==> src/rtl/wdt_keyed_pkg.sv <==
package wdt_keyed_pkg;

    localparam int ADDR_W = 5;

    localparam logic [ADDR_W-1:0] OFS_RSVD  = 5'h00;
    localparam logic [ADDR_W-1:0] OFS_CTRL  = 5'h04;
    localparam logic [ADDR_W-1:0] OFS_COUNT = 5'h08;
    localparam logic [ADDR_W-1:0] OFS_SVC   = 5'h0E;
    localparam logic [ADDR_W-1:0] OFS_STAT  = 5'h10;

    localparam logic [15:0] KEY_ARM  = 16'h556C;
    localparam logic [15:0] KEY_FIRE = 16'hAA39;

    typedef struct packed {
        logic [15:0] tc;
        logic        frz;
        logic        en;
        logic        rsel;
        logic        pre;
    } ctl_t;

    typedef enum logic [0:0] {CFG_OPEN, CFG_LOCKED} cfg_state_e;
    typedef enum logic [0:0] {KEY_IDLE, KEY_ARMED} key_state_e;
    typedef enum logic [1:0] {T_OFF, T_RUN, T_HOLD} tmr_state_e;

    function automatic ctl_t word_to_ctl(input logic [31:0] w);
        ctl_t c;
        c.tc   = w[31:16];
        c.frz  = w[3];
        c.en   = w[2];
        c.rsel = w[1];
        c.pre  = w[0];
        return c;
    endfunction

    function automatic logic [31:0] ctl_to_word(input ctl_t c);
        return {c.tc, 12'h000, c.frz, c.en, c.rsel, c.pre};
    endfunction

endpackage

==> src/rtl/wdt_cfg.sv <==
module wdt_cfg
    import wdt_keyed_pkg::*;
#(
    parameter bit          EN_AT_RESET = 1'b0,
    parameter logic [15:0] TC_RESET    = 16'hFFFF
) (
    input  logic        clk,
    input  logic        por_n,
    input  logic        wr_ctl,
    input  logic        wr_stat,
    input  logic [31:0] wdata,
    input  logic        rst_seen,
    output ctl_t        ctl_o,
    output logic        load_o,
    output logic [15:0] load_tc_o,
    output logic        sticky_o
);

    localparam ctl_t CTL_INIT = '{tc: TC_RESET, frz: 1'b0, en: EN_AT_RESET,
                                  rsel: 1'b1, pre: 1'b1};

    cfg_state_e st_q, st_n;
    ctl_t       ctl_q, ctl_n;
    logic       sticky_q;

    always_ff @(posedge clk or negedge por_n) begin
        if (!por_n) begin
            st_q  <= CFG_OPEN;
            ctl_q <= CTL_INIT;
        end else begin
            st_q  <= st_n;
            ctl_q <= ctl_n;
        end
    end

    always_comb begin
        st_n   = st_q;
        ctl_n  = ctl_q;
        load_o = 1'b0;
        unique case (st_q)
            CFG_OPEN: begin
                if (wr_ctl) begin
                    ctl_n = word_to_ctl(wdata);
                    if (EN_AT_RESET) ctl_n.en = 1'b1;
                    load_o = ctl_n.en;
                    st_n   = CFG_LOCKED;
                end
            end
            CFG_LOCKED: begin
                st_n = CFG_LOCKED;
            end
            default: st_n = CFG_LOCKED;
        endcase
    end

    always_ff @(posedge clk or negedge por_n) begin
        if (!por_n)                 sticky_q <= 1'b0;
        else if (rst_seen)          sticky_q <= 1'b1;
        else if (wr_stat && wdata[0]) sticky_q <= 1'b0;
    end

    assign ctl_o     = ctl_q;
    assign load_tc_o = ctl_n.tc;
    assign sticky_o  = sticky_q;

endmodule

==> src/rtl/wdt_keyseq.sv <==
module wdt_keyseq
    import wdt_keyed_pkg::*;
(
    input  logic        clk,
    input  logic        por_n,
    input  logic        wr_svc,
    input  logic [15:0] key,
    output logic        svc_o
);

    key_state_e st_q, st_n;

    always_ff @(posedge clk or negedge por_n) begin
        if (!por_n) st_q <= KEY_IDLE;
        else        st_q <= st_n;
    end

    always_comb begin
        st_n  = st_q;
        svc_o = 1'b0;
        unique case (st_q)
            KEY_IDLE: begin
                if (wr_svc && key == KEY_ARM) st_n = KEY_ARMED;
            end
            KEY_ARMED: begin
                if (wr_svc) begin
                    st_n  = KEY_IDLE;
                    svc_o = (key == KEY_FIRE);
                end
            end
            default: st_n = KEY_IDLE;
        endcase
    end

endmodule

==> src/rtl/wdt_timer.sv <==
module wdt_timer
    import wdt_keyed_pkg::*;
#(
    parameter int          PRE_SHIFT   = 16,
    parameter bit          EN_AT_RESET = 1'b0,
    parameter logic [15:0] TC_RESET    = 16'hFFFF
) (
    input  logic        clk,
    input  logic        por_n,
    input  logic [15:0] tc,
    input  logic        frz,
    input  logic        rsel,
    input  logic        pre,
    input  logic        dbg_halt,
    input  logic        load,
    input  logic [15:0] load_tc,
    input  logic        svc,
    output logic [15:0] cnt_o,
    output logic        irq_o,
    output logic        rst_req_o
);

    localparam int          PRE_W      = (PRE_SHIFT < 1) ? 1 : PRE_SHIFT;
    localparam tmr_state_e  ST_INIT    = EN_AT_RESET ? T_RUN : T_OFF;
    localparam logic [15:0] CNT_INIT   = EN_AT_RESET ? TC_RESET : 16'h0000;

    tmr_state_e       st_q, st_n;
    logic [15:0]      cnt_q, cnt_n;
    logic [PRE_W-1:0] pre_q, pre_n;
    logic             irq_q, irq_n;
    logic             rq_q, rq_n;
    logic             halted, tick;

    assign halted = frz & dbg_halt;
    assign tick   = !halted && (pre ? (&pre_q) : 1'b1);

    always_ff @(posedge clk or negedge por_n) begin
        if (!por_n) begin
            st_q  <= ST_INIT;
            cnt_q <= CNT_INIT;
            pre_q <= '0;
            irq_q <= 1'b0;
            rq_q  <= 1'b0;
        end else begin
            st_q  <= st_n;
            cnt_q <= cnt_n;
            pre_q <= pre_n;
            irq_q <= irq_n;
            rq_q  <= rq_n;
        end
    end

    always_comb begin
        st_n  = st_q;
        cnt_n = cnt_q;
        pre_n = pre_q;
        irq_n = irq_q;
        rq_n  = 1'b0;
        unique case (st_q)
            T_OFF: begin
                if (load) begin
                    st_n  = T_RUN;
                    cnt_n = load_tc;
                    pre_n = '0;
                end
            end
            T_RUN: begin
                if (load) begin
                    cnt_n = load_tc;
                    pre_n = '0;
                end else if (svc) begin
                    cnt_n = tc;
                    pre_n = '0;
                end else if (!halted) begin
                    if (pre) pre_n = pre_q + 1'b1;
                    if (tick) begin
                        if (cnt_q <= 16'd1) begin
                            if (rsel) begin
                                rq_n  = 1'b1;
                                cnt_n = tc;
                            end else begin
                                irq_n = 1'b1;
                                cnt_n = 16'd0;
                                st_n  = T_HOLD;
                            end
                        end else begin
                            cnt_n = cnt_q - 16'd1;
                        end
                    end
                end
            end
            T_HOLD: begin
                if (load || svc) begin
                    irq_n = 1'b0;
                    cnt_n = load ? load_tc : tc;
                    pre_n = '0;
                    st_n  = T_RUN;
                end
            end
            default: st_n = T_OFF;
        endcase
    end

    assign cnt_o     = cnt_q;
    assign irq_o     = irq_q;
    assign rst_req_o = rq_q;

endmodule

==> src/rtl/wdt_keyed.sv <==
module wdt_keyed
    import wdt_keyed_pkg::*;
#(
    parameter int          PRE_SHIFT   = 16,
    parameter bit          EN_AT_RESET = 1'b0,
    parameter logic [15:0] TC_RESET    = 16'hFFFF
) (
    input  logic        clk,
    input  logic        por_n,
    input  logic        dbg_halt,
    input  logic        bus_req,
    input  logic        bus_we,
    input  logic [4:0]  bus_addr,
    input  logic [31:0] bus_wdata,
    output logic [31:0] bus_rdata,
    output logic        wdt_irq,
    output logic        wdt_rst_req
);

    logic        wr_ctl, wr_stat, wr_svc;
    logic        load_pulse, svc_pulse, sticky_q;
    logic [15:0] load_tc, cnt_q;
    ctl_t        ctl_q;

    assign wr_ctl  = bus_req && bus_we && (bus_addr == OFS_CTRL);
    assign wr_stat = bus_req && bus_we && (bus_addr == OFS_STAT);
    assign wr_svc  = bus_req && bus_we && (bus_addr == OFS_SVC);

    wdt_cfg #(
        .EN_AT_RESET (EN_AT_RESET),
        .TC_RESET    (TC_RESET)
    ) i_cfg (
        .clk       (clk),
        .por_n     (por_n),
        .wr_ctl    (wr_ctl),
        .wr_stat   (wr_stat),
        .wdata     (bus_wdata),
        .rst_seen  (wdt_rst_req),
        .ctl_o     (ctl_q),
        .load_o    (load_pulse),
        .load_tc_o (load_tc),
        .sticky_o  (sticky_q)
    );

    wdt_keyseq i_keyseq (
        .clk    (clk),
        .por_n  (por_n),
        .wr_svc (wr_svc),
        .key    (bus_wdata[15:0]),
        .svc_o  (svc_pulse)
    );

    wdt_timer #(
        .PRE_SHIFT   (PRE_SHIFT),
        .EN_AT_RESET (EN_AT_RESET),
        .TC_RESET    (TC_RESET)
    ) i_timer (
        .clk       (clk),
        .por_n     (por_n),
        .tc        (ctl_q.tc),
        .frz       (ctl_q.frz),
        .rsel      (ctl_q.rsel),
        .pre       (ctl_q.pre),
        .dbg_halt  (dbg_halt),
        .load      (load_pulse),
        .load_tc   (load_tc),
        .svc       (svc_pulse),
        .cnt_o     (cnt_q),
        .irq_o     (wdt_irq),
        .rst_req_o (wdt_rst_req)
    );

    always_comb begin
        unique case (bus_addr)
            OFS_CTRL:  bus_rdata = ctl_to_word(ctl_q);
            OFS_COUNT: bus_rdata = {16'h0000, cnt_q};
            OFS_STAT:  bus_rdata = {31'h0, sticky_q};
            default:   bus_rdata = 32'h0;
        endcase
    end

endmodule

==> config.mk <==
export PLATFORM = sky130hd
export DESIGN_NAME = wdt_keyed
export DESIGN_NICKNAME = d
export VERILOG_FILES = /design/src/rtl/wdt_keyed_pkg.sv /design/src/rtl/wdt_cfg.sv /design/src/rtl/wdt_keyseq.sv /design/src/rtl/wdt_timer.sv /design/src/rtl/wdt_keyed.sv
export SDC_FILE = /design/constraint.sdc
export NUM_CORES = 1
export LEC_CHECK = 0
export BUFFER_PORTS_ARGS = -buffer_cell sky130_fd_sc_hd__buf_2
export CAP_MARGIN = 20
export CORE_AREA = 8 8 111 113
export DETAILED_ROUTE_END_ITERATION = 8
export DIE_AREA = 0 0 119 121
export MAX_ROUTING_LAYER = met4
export SKIP_LAST_GASP = 1
export SLEW_MARGIN = 15
export SYNTH_ARGS = -nofsm -noshare
export SYNTH_HDL_FRONTEND = slang
export SYNTH_SLANG_ARGS = --single-unit
==> constraint.sdc <==
create_clock -name clk -period 3.5 [get_ports clk]
set_input_delay 1.05 -clock clk [delete_from_list [all_inputs] [get_ports clk]]
set_output_delay 1.05 -clock clk [all_outputs]
set_load 0.01 [all_outputs]
# Word-level counts from Yosys, hierarchy flattened
# Index checks and enable logic that the tools add are counted.
[totals] elab_cells=113 inputBits=42 reg_bits=59
[classes] order_cmp=1 bitwise=3 muxes=56 n_eq_ne=19 reduce_logical=19 add_sub_neg=2
[ops] operator="$mux 16" n=15
[ops] operator="$pmux 16 s3" n=2
[ops] operator="$pmux 32 s3" n=1
[ops] operator="$mux 20" n=2
[ops] operator="$mux 1" n=24
[ops] operator="$add 16x1->16 const B" n=1
[ops] operator="$eq 16x15->1 const B" n=1
[ops] operator="$eq 16x16->1 const B" n=1
[ops] operator="$le 16x1->1 const B" n=1
[ops] operator="$mux 2" n=8
[ops] operator="$reduce_and 16->1" n=1
[ops] operator="$reduce_and 8->1" n=2
[ops] operator="$sub 16x1->16 const B" n=1
[ops] operator="$eq 5x4->1 const B" n=2
[ops] operator="$reduce_and 5->1" n=2
[ops] operator="$ne 2x1->1 const B" n=4
[ops] operator="$ne 2x2->1 const B" n=4
[ops] operator="$ne 4x2->1 const B" n=2
[ops] operator="$logic_and 1x1->1" n=7
[ops] operator="$pmux 1 s2" n=3
[ops] operator="$pmux 2 s3" n=1
[ops] operator="$eq 5x3->1 const B" n=1
[ops] operator="$eq 5x5->1 const B" n=1
[ops] operator="$ne 4x1->1 const B" n=1
[ops] operator="other kinds (10)" n=12

# Logic depth before layout (Yosys ltp)
# Gate-level depths: netlist of run 1.
[depth] word_depth=8 mapped_depth=10

# Modules after synthesis
# Synthesis of run 1 repeated with hierarchy kept, for this count alone.
[hier_totals] cells_unflattened=523 hier_area_um2=4621.9
[modules_own_cells] module="wdt_timer" instances=1 area_each_um2=3201.8 cells_per_inst=409 seq_area_each_um2=900.9
[modules_own_cells] module="wdt_cfg" instances=1 area_each_um2=937.1 cells_per_inst=49 seq_area_each_um2=573.0
[modules_own_cells] module="wdt_keyed" instances=1 area_each_um2=339.1 cells_per_inst=50 seq_area_each_um2=0.0
[modules_own_cells] module="wdt_keyseq" instances=1 area_each_um2=143.9 cells_per_inst=15 seq_area_each_um2=25.0

# Worst setup path after synthesis of run 1
# No wires, ideal clock.
[synth_path] kind="input -> output" start="input port bus_addr[1]" end="output port bus_rdata[1]" path_stages=4 setup_slack_ns=0.316 t_arrival_ns=2.134 path_cell_list="or3_1 nor3b_1 clkbuf_1 a22o_1"
[synth_via] elab_chain_cells=2 word_cells_on_any_way=4 cone_classes="eq/ne (3); mux (1)"
[synth_lines] element="start: declaration" line="wdt_keyed.sv:13" rtl="input logic [4:0] bus_addr,"
[synth_lines] element="$eq 5x5->1, or another cell as far along" line="wdt_keyed.sv:74" rtl="unique case (bus_addr)"
[synth_lines] element="$pmux 32 s3 (*)" line="wdt_keyed.sv:74"
[synth_lines] element="end: declaration" line="wdt_keyed.sv:15" rtl="output logic [31:0] bus_rdata,"
# Every way passes the cells marked *; elsewhere a longest branch is shown, timed or not.

# Worst setup path after layout of run 1
# Same ends and word-level chain as after synthesis.

==> summary.md, run 1 <==
| Metric | Value |
|---|---|
| Final ANT Viol Nets | 0 |
| Num CTS Buffers | 9 |
| Syn-to-layout area delta | 21.5% |
| Buf+Inv Stages, Crit Path | 3 |
| GP Congestion | 0.871 |
| Post-synth top area cell | dfrtp_1 |
| Crit-path max cell delay | 0.43 ns |
| Critical Setup Path Class | primary input to primary output |
| CP endpoint | bus_rdata[1] |
| Uppermost routed layer | met4 |
| Worst VDD drop | 232 uV |
| LEAKAGE | 2.00 nW |
| Setup TNS | 0 ns |
| R2r endpoint | i_timer.st_q[0] |
| Ports | 76 |
| Pins Over Slew Limit | 0 |
| Largest cells by area after synthesis | dfrtp_1, dfstp_2, mux2_2 |
| Clock Pin Slew Worst Setup and Hold Paths | 0.06 ns |
| RSZ-0062 raised after global routing | no |
| Dominant synthesized flop cell | dfrtp_1 |
| HPWL after DPL | 7.65 mm |
| Family with the most delay on the worst path | simple AND/OR/NAND/NOR gates |
| CTS resizes | 0 |
| CP Max Fanout | 20 |
| FP Rows | 38 |
| Global-route wire length before repair | 17.8 mm |
| Crit-path slowest cell | or3_1 |
| GRT Total Usage | 15.5% |
| Register-to-Register Setup Slack | 0.94 ns |
| Clock Path Buffers | 2 |
| Avg Vias per Cell | 5.37 |
| Root buf cell | clkbuf_8 |
| Stages on the worst setup path | 6 |
| Die height | 121 um |
| Synthesized area | 0.00368 mm2 |
| Tcrit/Tclk final | 96.7% |
| Arr. time, crit path | 2.33 ns |
| Yosys reg bits | 59 |
| Cells after synthesis | 409 |
| Synth warnings | 0 |
| Die Footprint | 0.0144 mm2 |
| Critical path launch point | bus_addr[1] |
| Net count after synthesis | 458 |
| Hold_buf cts | 0 |
| Cell variety after synth | 58 |
| H-tree Lvls | 3 |
| Tmin final | 3.38 ns |
| Number of enable flip-flop cells after synthesis | 0 |
| Detailed-routed wire length on met3 | 488 um |
| Fmax | 0.296 GHz |
| CP startpoint kind | primary input |
| Drt initial violations | 133 |
| Total core area | 0.0106 mm2 |
| Share of layout cells above drive strength 1 | 30.6% |
| Avg Cell Area, Syn | 8.99 um2 |
| Share of flip-flops with an asynchronous set or reset | 100% |
| Total gr overflow | 0 |
| Die Span X | 119 um |
| Final hold vios | 0 |
| Worst slew margin | 47.5% |
| Reg2Reg Depth | 6 |
| Most Frequent Cell on Critical Path | buf_2 |
| Count leader, synth | nand2_1 |
| Fin nets | 538 |
| Worst Hold Class | flip-flop to flip-flop |
| Crit path capture type | primary output |
| Pwr dens | 686 mW/mm2 |
| Largest net degree at the start of global routing | 60 |
| Vias in the first global route | 3,589 |
| Worst-Skew Late Latency | 0.34 ns |
| Critical path, cell by cell | buf_2, or3_1, nor3b_2, buf_12, a22o_1, buf_2 |
| Worst-margin pin slew | 0.788 ns |
| Diode count | 0 |
| Drt wl/cell | 16.6 um |
| Skew final | 0.0136 ns |
| I/O Buffers | 75 |
| DR vias | 3,404 |
| Synth top area share | 27.9% |
| DRC | 0 |
| Final setup viols | 0 |
| Commonest cells post-synth | nand2_1, dfrtp_1, and2_1, nor2_1, o21ai_0 |
| Status | finished clean |
| TritonCTS clock tree | done |
| CP required | 2.45 ns |
| Register area share after synthesis | 40.8% |
| Worst reg2reg startpoint | i_timer.cnt_o[7] |
| Layout fillers | 1,070 |
| Drt pass-1 iters | 5 |
| Antenna violations before repair | 0 |
| Starting Density | 34.7% |
| Post-CTS setup buffer count | 0 |
| Clock sink total | 59 |
| Design Power | 3.06 mW |
| Max-cap violations | 0 |
| DRT Wirelength | 10.5 mm |
| Post-layout util | 42.2% |
| Met1 wire length | 5.00 mm |
| DR WL met2 | 4.87 mm |
[worst reg2reg max path, stage by stage (launching register included)]
cell and delay, ns:
dfrtp_1 0.45, or4_4 0.61, nor4b_4 0.32, nand2_1 0.14
or4_4 0.51, a211o_1 0.30, o21a_1 0.10
[metrics by stage]
step           setup WS, ns  cell area, um2  cells  hold slack [ns]
6_report              0.117            4470    634            0.477
5_1_grt             0.00741            4470    634            0.512
4_1_cts              0.0918            4470    634            0.482
3_5_place_dp          0.107            4280    618            0.471
3_3_place_gp          0.118            4280    618            0.458
2_1_floorplan         0.316            3680    409            0.440
[cell families after synthesis]
group | Yosys count | share of synthesized area (%)
xor gates and xnor gates | 12 | 2.86
and+or+nand+nor | 185 | 27.4
adders and majority gates | 7 | 2.38
muxes | 19 | 5.82
buffers and inverters | 25 | 2.62
DFF | 59 | 40.8
AOI/OAI and AO/OA | 102 | 18.2
[area by class of cell]
| type | instances | area [um2] | share of cell area, % |
|---|---|---|---|
| clock inverters | 5 | 52.6 | 1.18 |
| flip-flops and latches | 59 | 1500 | 33.5 |
| clock buffers | 11 | 141 | 3.16 |
| repair buffers | 88 | 485 | 10.9 |
| inverters | 6 | 22.5 | 0.504 |
| well taps | 140 | 175 | 3.92 |
| multi-input cells | 325 | 2090 | 46.8 |
[metal layers]
metal  global-route usage (%)  vias up
met5                        -        -
met2                     24.2      105
met3                     2.84       12
met1                     19.8     1638
li1                         -     1649
met4                     5.06        0
[flip-flops by register name, indices dropped and copies added, names as in the netlist]
name	cells
i_cfg.ctl_o	20
i_timer.cnt_o	16
i_cfg.sticky_o	1
i_keyseq.st_q	1
i_timer.st_q	2
i_timer.irq_o	1
i_timer.rst_req_o	1
i_cfg.st_q	1
i_timer.pre_q	16
[where the power goes]
part	switching (mW)	internal, mW
logic	0.877	0.582
registers	0.152	0.826
clock network	0.282	0.345
total	1.31	1.75
[placed cells by master (no fill, tap or decap), types with 4 or more instances in the layout]
cell type,instances
o31ai_1,10
dfstp_2,18
nor3_1,10
a31oi_1,6
a21oi_1,24
o221ai_1,11
inv_1,6
nand2b_1,6
nand3_1,12
xnor2_1,6
nor2_1,32
buf_2,75
o21ai_0,26
and2_1,33
ha_1,7
buf_4,12
xor2_1,6
or4_1,4
nand4_1,6
nor4_1,5
mux2_2,19
clkbuf_8,10
nand2_1,45
a22oi_1,4
dfrtp_1,41
[worst min path at each step]
| stage | from | end | slack [ns] | cells past startpoint |
|---|---|---|---|---|
| after detailed placement | i_cfg.sticky_o | i_cfg.sticky_o | 0.47 | 1 |
| after global routing | i_timer.rst_req_o | i_cfg.sticky_o | 0.51 | 1 |
| after floorplan | i_keyseq.st_q | i_keyseq.st_q | 0.44 | 1 |
| final | i_keyseq.st_q | i_keyseq.st_q | 0.48 | 1 |
| after global placement | i_keyseq.st_q | i_keyseq.st_q | 0.46 | 1 |
| after CTS | i_keyseq.st_q | i_keyseq.st_q | 0.48 | 1 |
Note: power is estimated with default switching activity, not from simulation.
==> run 2: changes to the inputs <==
--- a/config.mk
+++ b/config.mk
@@ -8,9 +8,11 @@
 export BUFFER_PORTS_ARGS = -buffer_cell sky130_fd_sc_hd__buf_2
 export CAP_MARGIN = 20
 export CORE_AREA = 8 8 111 113
+export CTS_CLUSTER_SIZE = 14
 export DETAILED_ROUTE_END_ITERATION = 8
 export DIE_AREA = 0 0 119 121
 export MAX_ROUTING_LAYER = met4
+export PLACE_DENSITY_LB_ADDON = 0.15
 export SKIP_LAST_GASP = 1
 export SLEW_MARGIN = 15
 export SYNTH_ARGS = -nofsm -noshare
==> run 2 against run 1 <==
Compared with the run above:
- power is 0.47% higher
- critical path type unchanged
- register-to-register slack improved by 0.02 ns
- sequential share of layout area shrank 0.094 points
- combinational power about the same
- setup slack worse by 0.011 ns
- non-clock buffer count did not move
- final cell count unchanged
- critical path depth unchanged
- highest routed layer unchanged
- global-route usage shrank 0.30 points
- cell area increased by 0.28%
- clock skew about the same
==> summary.md, run 2 (same netlist as run 1, synthesis figures left out) <==
| Metric | Value |
|---|---|
| Status | finished clean (unchanged) |
| Clock Pin Slew Worst Setup and Hold Paths | 0.07 ns (was 0.06 ns) |
| Antenna violations before repair | 0 (unchanged) |
| Reg2Reg Depth | 6 (unchanged) |
| Worst-margin pin slew | 0.778 ns (was 0.788 ns) |
| Most Frequent Cell on Critical Path | buf_2 (unchanged) |
| Crit-path max cell delay | 0.43 ns (about the same) |
| Worst slew margin | 48.1% (was 47.5%) |
| Clock Path Buffers | 2 (unchanged) |
| GRT Total Usage | 15.2% (was 15.5%) |
| Syn-to-layout area delta | 21.9% (was 21.5%) |
| CP required | 2.45 ns (about the same) |
| Max reg flops | 20 (unchanged) |
| Post-CTS setup buffer count | 0 (unchanged) |
| Avg Vias per Cell | 5.36 (was 5.37) |
| Most common cell after layout, fill and taps aside | buf_2 (unchanged) |
| Worst Hold Class | flip-flop to flip-flop (unchanged) |
| Final hold vios | 0 (unchanged) |
| DRC | 0 (unchanged) |
| R2r endpoint | i_timer.st_q[0] (unchanged) |
| Setup TNS | 0 ns (unchanged) |
| Pins Over Slew Limit | 0 (unchanged) |
| Worst VDD drop | 294 uV (was 232 uV) |
| DRT Wirelength | 10.5 mm (about the same) |
| Finished Layout Cells | 634 (unchanged) |
| Die Footprint | 0.0144 mm2 (unchanged) |
| Worst-Skew Late Latency | 0.34 ns (about the same) |
| Crit-path slowest cell | or3_1 (unchanged) |
| Tmin final | 3.39 ns (was 3.38 ns) |
| Final setup viols | 0 (unchanged) |
| Die Span X | 119 um (unchanged) |
| Global-route wire length before repair | 17.5 mm (was 17.8 mm) |
| Total core area | 0.0106 mm2 (unchanged) |
| CP startpoint kind | primary input (unchanged) |
| HPWL after DPL | 7.62 mm (was 7.65 mm) |
| Drt pass-1 iters | 6 (was 5) |
| GP Congestion | 0.812 (was 0.871) |
| CTS resizes | 0 (unchanged) |
| Fmax | 0.295 GHz (was 0.296 GHz) |
| Clock sink total | 59 (unchanged) |
| H-tree Lvls | 3 (unchanged) |
| Vias in the first global route | 3,472 (was 3,589) |
| Register-to-Register Setup Slack | 0.96 ns (was 0.94 ns) |
| DR vias | 3,398 (was 3,404) |
| Drt wl/cell | 16.5 um (was 16.6 um) |
| RSZ-0062 raised after global routing | no (unchanged) |
| Share of layout cells above drive strength 1 | 30.6% (unchanged) |
| Final ANT Viol Nets | 0 (unchanged) |
| Skew final | 0.0140 ns (was 0.0136 ns) |
| FP Rows | 38 (unchanged) |
| Hold_buf cts | 0 (unchanged) |
| CP Max Fanout | 20 (unchanged) |
| TritonCTS clock tree | done (unchanged) |
| Ports | 76 (unchanged) |
| Root buf cell | clkbuf_8 (unchanged) |
| Worst Hold Depth | 1 (unchanged) |
| Critical hold path startpoint | i_keyseq.st_q (unchanged) |
| Die height | 121 um (unchanged) |
| Commonest non-fill, non-tap cells in the layout | buf_2, nand2_1, dfrtp_1, and2_1, nor2_1 (unchanged) |
| Drt initial violations | 213 (was 133) |
| Worst hold endpoint | i_keyseq.st_q (unchanged) |
| Num CTS Buffers | 9 (unchanged) |
| Diode count | 0 (unchanged) |
| Placed Cells incl. Taps | 618 (unchanged) |
| Arr. time, crit path | 2.34 ns (was 2.33 ns) |
| Worst reg2reg startpoint | i_timer.cnt_o[7] (unchanged) |
| Fin nets | 538 (unchanged) |
| Pwr dens | 687 mW/mm2 (was 686 mW/mm2) |
| Starting Density | 34.7% (unchanged) |
| Crit path capture type | primary output (unchanged) |
| LEAKAGE | 2.00 nW (about the same) |
| Critical path, cell by cell | buf_2, or3_1, nor3b_2, buf_12, a22o_1, buf_2 (unchanged) |
| Max-cap violations | 0 (unchanged) |
| Tcrit/Tclk final | 97.0% (was 96.7%) |
| Critical Setup Path Class | primary input to primary output (unchanged) |
| I/O Buffers | 75 (unchanged) |
| Total gr overflow | 0 (unchanged) |
| Largest net degree at the start of global routing | 60 (unchanged) |
run 2: cell counts in the layout (fill, tap and decap cells not counted):
Identical to the previous run, type by type.
run 2: final cells by class:
class / count / area (um2)
clock inverter: 5 / 52.6
multi-input combinational: 325 / 2090
fill: 1075 / 6120
sequential: 59 / 1500
inverter: 6 / 22.5
clock buffer: 11 / 141
tap: 140 / 175
timing repair buffer: 88 / 498
run 2: worst max-delay path by stage:
stage | startpoint | cells past startpoint | slack, ns | endpoint
6_report | bus_addr[1] | 6 | 0.11 | bus_rdata[1]
3_5_place_dp | bus_addr[1] | 6 | 0.11 | bus_rdata[1]
5_1_grt | bus_addr[1] | 6 | 0.03 | bus_rdata[25]
2_1_floorplan | bus_addr[1] | 4 | 0.32 | bus_rdata[1]
3_3_place_gp | bus_addr[1] | 6 | 0.14 | bus_rdata[1]
4_1_cts | bus_addr[1] | 6 | 0.1 | bus_rdata[1]
run 2: worst max-delay path: cells and delay by family:
family	cells	cell delay, ns
compound gates	1	0.15
buf+inv	3	0.43
simple gates	2	0.71
run 2: metal layers:
| metal | GRT usage (%) | wire [um] | part of all wire, % | vias up |
|---|---|---|---|---|
| li1 | - | - | - | 1656 |
| met2 | 24.8 | 5030 | 48 | 75 |
| met5 | - | 0 | 0 | - |
| met1 | 18.6 | 5000 | 48 | 1659 |
| met3 | 3.30 | 367 | 3.5 | 8 |
| met4 | 3.95 | 85 | 0.81 | 0 |
run 2: report_power, final:
part	internal (mW)	switching, mW
sequential	0.826	0.153
combinational	0.593	0.870
clock	0.345	0.292
run 2: metrics by stage:
step                      hold WS [ns]  utilization [%]  total power, mW  cell area (um2)  worst slack [ns]
final                            0.480             42.3             3.08             4480             0.106
after CTS                        0.483             42.3             3.13             4480            0.0988
after global placement           0.459             40.4             2.45             4290             0.138
after global routing             0.512             42.3             3.32             4480            0.0287
after floorplan                  0.440                -             2.03             3680             0.316
after detailed placement         0.467             40.4             2.47             4290             0.112
